## src/rtl/blit_pkg.sv

```systemverilog
package blit_pkg;
   localparam logic [7:0] OPC_COLOUR  = 8'h0B;
   localparam logic [7:0] OPC_DST     = 8'h0C;
   localparam logic [7:0] OPC_SRC     = 8'h0D;
   localparam logic [7:0] OPC_WIDTH   = 8'h0E;
   localparam logic [7:0] OPC_HEIGHT  = 8'h0F;
   localparam logic [7:0] OPC_COPY_GO = 8'h21;
   localparam logic [7:0] OPC_FILL_GO = 8'h23;

   typedef enum logic [2:0] {
      ST_IDLE,
      ST_FILL,
      ST_RD,
      ST_WAIT,
      ST_WR
   } blit_state_t;
endpackage

```

## src/rtl/blit_cmd_regs.sv

```systemverilog
module blit_cmd_regs
   import blit_pkg::*;
#(
   parameter int WADDR_W = 23,
   parameter int CNT_W   = 10,
   parameter int PIX_W   = 16
) (
   input  logic               clk,
   input  logic               rst_n,
   input  logic               accept,
   input  logic [31:0]        cmd,
   input  logic               busy,
   output logic [WADDR_W-1:0] dst_base,
   output logic [WADDR_W-1:0] src_base,
   output logic [CNT_W-1:0]   w_m1,
   output logic [CNT_W-1:0]   h_m1,
   output logic [PIX_W-1:0]   colour,
   output logic               go_fill,
   output logic               go_copy
);
   logic [7:0] opc;
   logic       unused_cmd;

   assign opc        = cmd[31:24];
   assign unused_cmd = ^cmd;

   generate
      if (WADDR_W > 23 || WADDR_W < 2) begin : g_bad_addr
         $error("blit_cmd_regs: WADDR_W must be 2..23");
      end
      if (CNT_W > 16 || CNT_W < 1) begin : g_bad_cnt
         $error("blit_cmd_regs: CNT_W must be 1..16");
      end
      if (PIX_W > 16 || PIX_W < 1) begin : g_bad_pix
         $error("blit_cmd_regs: PIX_W must be 1..16");
      end
   endgenerate

   assign go_fill = accept && (opc == OPC_FILL_GO);
   assign go_copy = accept && (opc == OPC_COPY_GO);

   always_ff @(posedge clk) begin
      if (!rst_n) begin
         dst_base <= '0;
         src_base <= '0;
         w_m1     <= '0;
         h_m1     <= '0;
         colour   <= '0;
      end else if (accept) begin
         case (opc)
            OPC_DST:    dst_base <= cmd[WADDR_W:1];
            OPC_SRC:    src_base <= cmd[WADDR_W:1];
            OPC_WIDTH:  w_m1     <= cmd[CNT_W-1:0];
            OPC_HEIGHT: h_m1     <= cmd[CNT_W-1:0];
            OPC_COLOUR: colour   <= cmd[PIX_W-1:0];
            default: ;
         endcase
      end
   end


   param_hold_chk: assert property (@(posedge clk) disable iff (!rst_n)
      busy |=> ($stable(colour) && $stable(dst_base) && $stable(src_base)
                && $stable(w_m1) && $stable(h_m1)));
endmodule

```

## src/rtl/blit_walker.sv

```systemverilog
module blit_walker #(
   parameter int WADDR_W = 23,
   parameter int CNT_W   = 10,
   parameter int PITCH_W = 12
) (
   input  logic               clk,
   input  logic               rst_n,
   input  logic               active,
   input  logic               load,
   input  logic               step,
   input  logic [WADDR_W-1:0] dst_base,
   input  logic [WADDR_W-1:0] src_base,
   input  logic [CNT_W-1:0]   w_m1,
   input  logic [CNT_W-1:0]   h_m1,
   input  logic [PITCH_W-1:0] pitch,
   output logic [WADDR_W-1:0] dst_addr,
   output logic [WADDR_W-1:0] src_addr,
   output logic               last
);
   localparam int PAD_W = WADDR_W - PITCH_W;
   localparam int XPAD  = WADDR_W - CNT_W;

   logic [CNT_W-1:0]   x_q, y_q;
   logic [WADDR_W-1:0] dst_row, src_row, pitch_ext, x_ext;
   logic               row_end;

   generate
      if (PAD_W < 1 || XPAD < 1) begin : g_bad_w
         $error("blit_walker: address width must exceed pitch and count widths");
      end
   endgenerate

   assign pitch_ext = {{PAD_W{1'b0}}, pitch};
   assign x_ext     = {{XPAD{1'b0}}, x_q};
   assign row_end   = (x_q == w_m1);
   assign last      = row_end && (y_q == h_m1);
   assign dst_addr  = dst_row + x_ext;
   assign src_addr  = src_row + x_ext;

   always_ff @(posedge clk) begin
      if (!rst_n) begin
         x_q     <= '0;
         y_q     <= '0;
         dst_row <= '0;
         src_row <= '0;
      end else if (load) begin
         x_q     <= '0;
         y_q     <= '0;
         dst_row <= dst_base;
         src_row <= src_base;
      end else if (step) begin
         if (row_end) begin
            x_q     <= '0;
            y_q     <= y_q + 1'b1;
            dst_row <= dst_row + pitch_ext;
            src_row <= src_row + pitch_ext;
         end else begin
            x_q <= x_q + 1'b1;
         end
      end
   end


   walk_bounds_chk: assert property (@(posedge clk) disable iff (!rst_n)
      active |-> (x_q <= w_m1 && y_q <= h_m1));


   row_step_chk: assert property (@(posedge clk) disable iff (!rst_n)
      (active && step && row_end && !last) |=> (dst_row == $past(dst_row) + $past(pitch_ext)));
endmodule

```

## src/rtl/rect_blit_engine.sv

```systemverilog
module rect_blit_engine
   import blit_pkg::*;
#(
   parameter int WADDR_W = 23,
   parameter int CNT_W   = 10,
   parameter int PITCH_W = 12,
   parameter int PIX_W   = 16,
   parameter int RD_LAT  = 1
) (
   input  logic               clk,
   input  logic               rst_n,
   input  logic               cmd_valid,
   output logic               cmd_ready,
   input  logic [31:0]        cmd_data,
   input  logic [PITCH_W-1:0] pitch_px,
   output logic [WADDR_W-1:0] mem_addr,
   output logic               mem_we,
   output logic [PIX_W-1:0]   mem_wdata,
   output logic               mem_re,
   input  logic [PIX_W-1:0]   mem_rdata,
   output logic               busy,
   output logic               done
);
   localparam int LAT_W = $clog2(RD_LAT + 1);

   blit_state_t        state_q, after_rd;
   logic               accept, go_fill, go_copy, step, last;
   logic [WADDR_W-1:0] dst_base, src_base, dst_addr, src_addr;
   logic [CNT_W-1:0]   w_m1, h_m1;
   logic [PIX_W-1:0]   colour;
   logic [LAT_W-1:0]   lat_q, lat_init;
   logic               done_q;

   generate
      if (RD_LAT < 1 || RD_LAT > 8) begin : g_bad_lat
         $error("rect_blit_engine: RD_LAT must be 1..8");
      end
      if (RD_LAT == 1) begin : g_direct
         assign after_rd = ST_WR;
         assign lat_init = '0;
      end else begin : g_delayed
         assign after_rd = ST_WAIT;
         assign lat_init = LAT_W'(RD_LAT - 2);
      end
   endgenerate

   assign busy      = (state_q != ST_IDLE);
   assign cmd_ready = !busy;
   assign accept    = cmd_valid && cmd_ready;
   assign step      = (state_q == ST_FILL) || (state_q == ST_WR);
   assign done      = done_q;

   blit_cmd_regs #(
      .WADDR_W (WADDR_W),
      .CNT_W   (CNT_W),
      .PIX_W   (PIX_W)
   ) u_regs (
      .clk      (clk),
      .rst_n    (rst_n),
      .accept   (accept),
      .cmd      (cmd_data),
      .busy     (busy),
      .dst_base (dst_base),
      .src_base (src_base),
      .w_m1     (w_m1),
      .h_m1     (h_m1),
      .colour   (colour),
      .go_fill  (go_fill),
      .go_copy  (go_copy)
   );

   blit_walker #(
      .WADDR_W (WADDR_W),
      .CNT_W   (CNT_W),
      .PITCH_W (PITCH_W)
   ) u_walk (
      .clk      (clk),
      .rst_n    (rst_n),
      .active   (busy),
      .load     (go_fill || go_copy),
      .step     (step),
      .dst_base (dst_base),
      .src_base (src_base),
      .w_m1     (w_m1),
      .h_m1     (h_m1),
      .pitch    (pitch_px),
      .dst_addr (dst_addr),
      .src_addr (src_addr),
      .last     (last)
   );

   always_comb begin
      mem_we    = 1'b0;
      mem_re    = 1'b0;
      mem_addr  = dst_addr;
      mem_wdata = colour;
      case (state_q)
         ST_FILL: mem_we = 1'b1;
         ST_RD: begin
            mem_re   = 1'b1;
            mem_addr = src_addr;
         end
         ST_WAIT: mem_addr = src_addr;
         ST_WR: begin
            mem_we    = 1'b1;
            mem_wdata = mem_rdata;
         end
         default: ;
      endcase
   end

   always_ff @(posedge clk) begin
      if (!rst_n) begin
         state_q <= ST_IDLE;
         lat_q   <= '0;
         done_q  <= 1'b0;
      end else begin
         done_q <= 1'b0;
         case (state_q)
            ST_IDLE: begin
               if (go_fill)      state_q <= ST_FILL;
               else if (go_copy) state_q <= ST_RD;
            end
            ST_FILL: begin
               if (last) begin
                  state_q <= ST_IDLE;
                  done_q  <= 1'b1;
               end
            end
            ST_RD: begin
               state_q <= after_rd;
               lat_q   <= lat_init;
            end
            ST_WAIT: begin
               if (lat_q == '0) state_q <= ST_WR;
               else             lat_q   <= lat_q - 1'b1;
            end
            ST_WR: begin
               if (last) begin
                  state_q <= ST_IDLE;
                  done_q  <= 1'b1;
               end else begin
                  state_q <= ST_RD;
               end
            end
            default: state_q <= ST_IDLE;
         endcase
      end
   end


   launch_cause_chk: assert property (@(posedge clk) disable iff (!rst_n)
      $rose(busy) |-> $past(cmd_valid));


   done_pulse_chk: assert property (@(posedge clk) disable iff (!rst_n)
      done |=> !done);


   done_idle_chk: assert property (@(posedge clk) disable iff (!rst_n)
      done |-> !busy);


   idle_quiet_chk: assert property (@(posedge clk) disable iff (!rst_n)
      !busy |-> !(mem_we || mem_re));


   one_access_chk: assert property (@(posedge clk) disable iff (!rst_n)
      !(mem_we && mem_re));
endmodule

```

## config.mk

```make
export PLATFORM = sky130hd
export DESIGN_NAME = rect_blit_engine
export DESIGN_NICKNAME = d
export VERILOG_FILES = /design/src/rtl/blit_pkg.sv /design/src/rtl/blit_cmd_regs.sv /design/src/rtl/blit_walker.sv /design/src/rtl/rect_blit_engine.sv
export SDC_FILE = /design/constraint.sdc
export NUM_CORES = 1
export LEC_CHECK = 0
export ABC_AREA = 1
export BUFFER_PORTS_ARGS = -buffer_cell sky130_fd_sc_hd__buf_2
export CAP_MARGIN = 20
export CORE_MARGIN = 3
export CORE_UTILIZATION = 55
export DETAILED_ROUTE_END_ITERATION = 10
export PLACE_DENSITY_LB_ADDON = 0.08
export SETUP_SLACK_MARGIN = 0.15
export SLEW_MARGIN = 25
export SYNTH_ARGS = -nofsm -noshare
export SYNTH_HDL_FRONTEND = slang
export SYNTH_SLANG_ARGS = --single-unit
```

## constraint.sdc

```tcl
create_clock -name clk -period 3.75 [get_ports clk]
set_clock_uncertainty 0.1 [all_clocks]
set_input_delay 0.1875 -clock clk [delete_from_list [all_inputs] [get_ports clk]]
set_output_delay 0.1875 -clock clk [all_outputs]
set_load 0.02 [all_outputs]
```

==> out/results.tsv, run 1 <==
metric	value	unit
status	completed	
rows	47	
swShare	0.246	
timing.rr.start	u_walk.x_q[3]	
syn_nets	1625	
synth_area	0.00968	mm2
worstReg2RegEnd	u_walk.y_q[3]	
post_cts_buffers	0	
htreeDepth	4	
post-route-drc-count	0	
nFillCells	1560	
synth_cell_types	38	
dp_hpwl	20100	um
fin_crit	3.36	ns
whs_endpoint	state_q[0]	
power	3.71	mW
p_sw	0.915	mW
worstPathCellList	inv_2, nand2_4, buf_12, mux2_2, ha_2, nand2_1, a21oi_1, nor2_1, nand2_1, nand3_1, nand2_2, nand3_2, nor2_1, xor2_1, buf_2	
area_growth	16.0	%
clkSlewWorstSetupHoldPaths	0.06	ns
p_int	2.80	mW
clock_latency	0.43	ns
drt_iter0_drc	949	
slew_violations	0	
timing.slew.headroom	0.361	
drive_gt1_frac	0.111	
dieArea	0.0192	mm2
slowest_delay	0.38	ns
ant_nets	0	
r2r_slack	1.10	ns
cts_buffer_depth	2	
clock.fmax	298	MHz
power_frac_comb	0.062	
globalplace.congestion	0.960	
critPathKind	reg -> out	
pwr-share-clk	0.502	
ys_seq_area_frac	0.314	
vias	10000	
period_share	0.895	
endpoint_kind	output port	
clock-sinks	152	
worstMarginPinSlew	0.957	ns
core_area	0.0169	mm2
synth_top_area_frac	0.314	
power-per-cell-area	331	mW/mm2
max-cap-violations	0	
rsz0062_at_grt	no	
p_leak	5.29	nW
dieHeight	139	um
power.share.sequential	0.437	
finalSetupTns	0	ns
die_w	139	um
syn_area_per_cell	6.36	um2
hp-start	cmd_data[28]	
hold_viol	0	
cts_tree	yes	
arrival	3.07	ns
routedWlPerCell	14.8	um
dr.pass1.iters	6	
io_buffers	106	
synthTopCellsByArea	dfxtp_1, nand2_1, inv_1	
cp_max_fo	32	
nNetsFinal	1732	
overflow	0	
grt_max_degree	85	
via_per_inst	5.39	
min_path_type	in -> reg	
grt_usage	0.281	
io_pins	107	
antenna_cells	0	
worstPathRequired	3.46	ns
postSynthCellCount	1523	
ff_latch_area	0.00304	mm2
antenna_found_initial	0	
ys_seq_elements	152	
cts_root_buf	clkbuf_16	
grt_pass1_wl	44700	um
cp-start-kind	flop	
multi_input_area	0.00561	mm2
ir_drop	0.376	mV
grt_pass1_vias	8966	
critPathSlowestCell	ha_2	
totalWireLength	27600	um
yosys_warnings	0	
holdPathStages	4	
setup_viol	0	
cts_buffers	17	
worstRegToRegCells	10	
synth_largest_area_cell	dfxtp_1	
start_util	0.574	
[state kept, by name, indices dropped and copies added (netlist names)]
name / flops
u_regs.h_m1: 10
u_walk.src_row: 23
u_regs.src_base: 23
u_walk.x_q: 10
u_regs.dst_base: 23
done: 1
u_regs.w_m1: 10
u_walk.dst_row: 23
u_walk.y_q: 10
u_regs.colour: 16
state_q: 3
[cell usage after synthesis]
master    number
nand2_1      420
inv_1        209
dfxtp_1      152
a21oi_1      144
nand3_1      126
nor2_1       104
o21ai_0       82
o21ai_1       43
ha_1          36
nor3_1        27
clkbuf_1      25
xor2_1        23
xnor2_1       19
buf_2         18
a211oi_1      11
nand3b_1      11
nand4_1       10
mux2_2         8
buf_6          7
nor4_1         6
inv_2          4
nor3b_1        4
a31oi_1        3
and2_1         3
buf_1          3
fa_1           3
nand2_2        3
o21ai_2        3
or2_2          3
a21boi_0       2
a21o_1         2
nor4_4         2
o21a_1         2
and3_1         1
clkinv_1       1
nor2_2         1
nor2_4         1
o22ai_1        1
[timing repair]
item / CTS / global route
gates resized for setup: 1 / 8
setup endpoints to repair: 3 / 7
hold buffers: 24 / 0
endpoints found under the hold margin: 49 / 0
[area by class of cell]
| cell class | instances | share of cell area |
|---|---|---|
| tap | 220 | 0.0245 |
| sequential | 152 | 0.271 |
| inverter | 214 | 0.0715 |
| clock inverter | 14 | 0.0177 |
| multi-input combinational | 1104 | 0.499 |
| timing repair buffer | 141 | 0.0771 |
| clock buffer | 18 | 0.0391 |
[worst max path at each step]
stage               start            to  slack, ns
5_1_grt        state_q[2]  mem_addr[16]       0.17
3_3_place_gp   state_q[2]  mem_addr[16]       0.65
6_report       state_q[2]  mem_addr[22]       0.39
4_1_cts        state_q[2]  mem_addr[16]       0.16
3_5_place_dp   state_q[2]  mem_addr[16]       0.54
2_1_floorplan  state_q[2]  mem_addr[16]       0.44
[layout by cell type (no fill, tap or decap), types with 11 or more instances in the layout]
master and count:
a211oi_1 11, buf_2 106, nand3_1 123, dfxtp_1 152
a21oi_1 144, nor2_1 103, dlygate4sd3_1 24, o21ai_1 43
nand3b_1 11, inv_1 209, ha_1 34, nand2_1 419
xor2_1 23, o21ai_0 82, xnor2_1 19, clkbuf_16 17
nor3_1 26
[cells by family (layout without fill, tap and decap cells)]
logic type	count (synthesis)	after routing	synth area share
adders and majority gates	39	39	0.0527
xor gates and xnor gates	42	42	0.0380
and+or+nand+nor	722	722	0.317
buffers and inverters	267	387	0.111
DFF	152	152	0.314
AOI/OAI and AO/OA	293	293	0.158
muxes	8	8	0.00931
[per-stage QoR]
step,std cells,instance area [um2],utilization,hold slack [ns],setup WS (ns)
floorplan,1523,9680,-,0.236,0.444
global placement,1807,10300,0.611,0.337,0.647
detailed placement,1807,10300,0.611,0.342,0.539
CTS,1863,11200,0.663,0.156,0.162
global route,1863,11200,0.666,0.177,0.171
finish,1863,11200,0.666,0.178,0.394
[per-layer routing]
layer,GRT usage,routed length (um)
met1,0.422,13500
met2,0.427,11600
met3,0.0476,2170
met4,0.0536,290
met5,0,0
[power by group through the flow]
stage / sequential [mW] / clock [mW] / combinational (mW)
3_5_place_dp: 1.66 / 0 / 0.203
4_1_cts: 1.62 / 1.88 / 0.224
3_3_place_gp: 1.66 / 0 / 0.202
6_report: 1.62 / 1.86 / 0.229
2_1_floorplan: 1.66 / 0 / 0.124
5_1_grt: 1.62 / 1.96 / 0.255
[critical path, delay by kind of cell (launching register included)]
| family | cells | cell delay, ns |
|---|---|---|
| compound gates | 1 | 0.13 |
| xor+xnor | 1 | 0.14 |
| fa+ha+maj | 1 | 0.38 |
| buf+inv | 3 | 0.44 |
| flops | 1 | 0.35 |
| mux | 1 | 0.36 |
| simple gates | 8 | 0.85 |
Note: power is estimated with default switching activity, not from simulation.
==> run 2: changes to the inputs <==
Settings changed: CORE_UTILIZATION 55 to 40, REMOVE_ABC_BUFFERS set to 1.
==> run 2 against run 1 <==
Sequential power about the same; non-clock buffer count up 1; critical path depth unchanged; largest power group unchanged; critical path type unchanged.
==> out/results.tsv, run 2 (synthesis results as in run 1) <==
metric	value	unit
cp-start-kind	flop	
antenna_found_initial	1	
cts_tree	yes	
grt_most_used_layer	met1	
grt_max_degree	57	
power-per-cell-area	315	mW/mm2
final_common_cell	nand2_1	
multi_input_area	0.00560	mm2
dr.pass1.iters	5	
finalHoldWorstSlack	0.212	ns
hold_viol	0	
grt_pass1_wl	46900	um
die_w	162	um
power_frac_comb	0.065	
grt_usage	0.224	
cts_root_buf	clkbuf_16	
swShare	0.264	
setup_viol	0	
ant_nets	0	
worstPathRequired	3.46	ns
cp_max_fo	9	
grt_pass1_vias	8878	
cts_buffers	17	
dieArea	0.0261	mm2
endpoint_kind	output port	
timing.slew.headroom	0.420	
ff_latch_area	0.00304	mm2
min_path_type	in -> reg	
max-cap-violations	0	
met1_usage	0.352	
worstMarginPinSlew	0.870	ns
rsz0062_at_grt	no	
nFillCells	2515	
slew_violations	0	
fin_crit	3.29	ns
start_util	0.410	
post-route-util	0.478	
antenna_cells	0	
clkSlewWorstSetupHoldPaths	0.06	ns
slowest_delay	0.40	ns
globalplace.congestion	0.886	
io_pins	107	
drive_gt1_frac	0.109	
crit_top_cell	nand2_1	
clock-sinks	152	
area_growth	16.6	%
via_per_inst	5.00	
cts_buffer_depth	2	
htreeDepth	4	
finalSetupTns	0	ns
status	completed	
arrival	3.01	ns
dp_hpwl	22000	um
totalWireLength	28800	um
post-route-drc-count	0	
core_area	0.0236	mm2
period_share	0.879	
ir_drop	0.253	mV
io_buffers	106	
clock.fmax	304	MHz
overflow	0	
critPathSlowestCell	fa_1	
nNetsFinal	1733	
drt_iter0_drc	797	
routedWlPerCell	14.7	um
p_int	2.62	mW
clock_latency	0.43	ns
met2_usage	0.325	
final_cell_mix	nand2_1, inv_1, dfxtp_1	
pwr-share-clk	0.478	
p_leak	5.27	nW
vias	9817	
rows	56	
power.share.sequential	0.456	
worstPathCellList	inv_2, nand2_4, mux2_2, ha_1, fa_1, nand3_1, nand2_1, nand2_1, nand2_1, nand3_1, nand2_1, nand3_2, nor2_1, xor2_1, buf_2	
grt_use_met3	0.0292	
dpl_cell_area	0.0104	mm2
design_area	0.0113	mm2
p_sw	0.936	mW
dieHeight	162	um
critPathKind	reg -> out	
-- run 2: changes by cell type in the layout (fill, tap and decap cells not counted), sizes merged --
cell / delta
clkbuf: +1
clkinv: +1
inv: +1
bufinv: -3
buf: +1
-- run 2: power groups by stage --
| stage | Combinational (mW) | Clock, mW | Sequential [mW] |
|---|---|---|---|
| after detailed placement | 0.211 | 0 | 1.66 |
| after global routing | 0.260 | 1.79 | 1.62 |
| final | 0.232 | 1.70 | 1.62 |
| after global placement | 0.210 | 0 | 1.66 |
| after floorplan | 0.111 | 0 | 1.66 |
| after CTS | 0.231 | 1.73 | 1.62 |
-- run 2: area by class of cell --
cell class,count,share of cell area
multi-input cells,1104,0.496
flip-flops and latches,152,0.270
repair buffers,142,0.0766
inverters,214,0.0712
clock buffers,19,0.0401
well taps,319,0.0354
clock inverters,13,0.0110
-- run 2: worst paths after layout --
check / from / end / slack (ns) / depth (start not counted)
setup / recovery: state_q[2] / mem_addr[16] / 0.46 / 15
hold / removal: cmd_data[28] / state_q[0] / 0.21 / 4
hold reg to reg: u_regs.colour[13] / u_regs.colour[13] / 0.36 / 2
setup reg to reg: u_walk.x_q[1] / u_walk.src_row[18] / 1.12 / 11
-- run 2: timing repair --
action	in CTS	in global routing
setup endpoints to repair	0	4
hold endpoints to repair	46	0
setup buffers	0	0
resized for setup	0	3
hold buffers	24	0
-- run 2: worst max-delay path, delay by kind of cell (launching register included) --
family                   cells  cell delay, ns
XOR/XNOR                     1            0.14
adder cells (fa/ha/maj)      2            0.61
buffers and inverters        2            0.24
flip-flops                   1            0.35
multiplexers                 1            0.35
AND/OR/NAND/NOR              9            0.91
-- run 2: metal layers --
metal  part of all wire  vias up
met4             0.0096        0
li1                   -     5158
met3              0.063       25
met2               0.40      291
met5                  0        -
met1               0.53     4343
-- run 2: per-stage QoR --
stage	instances	power, mW	setup slack, ns
CTS	1963	3.58	0.303
global placement	1907	1.87	0.835
floorplan	1470	1.77	0.278
finish	1963	3.55	0.455
global route	1963	3.67	0.209
detailed placement	1907	1.87	0.783
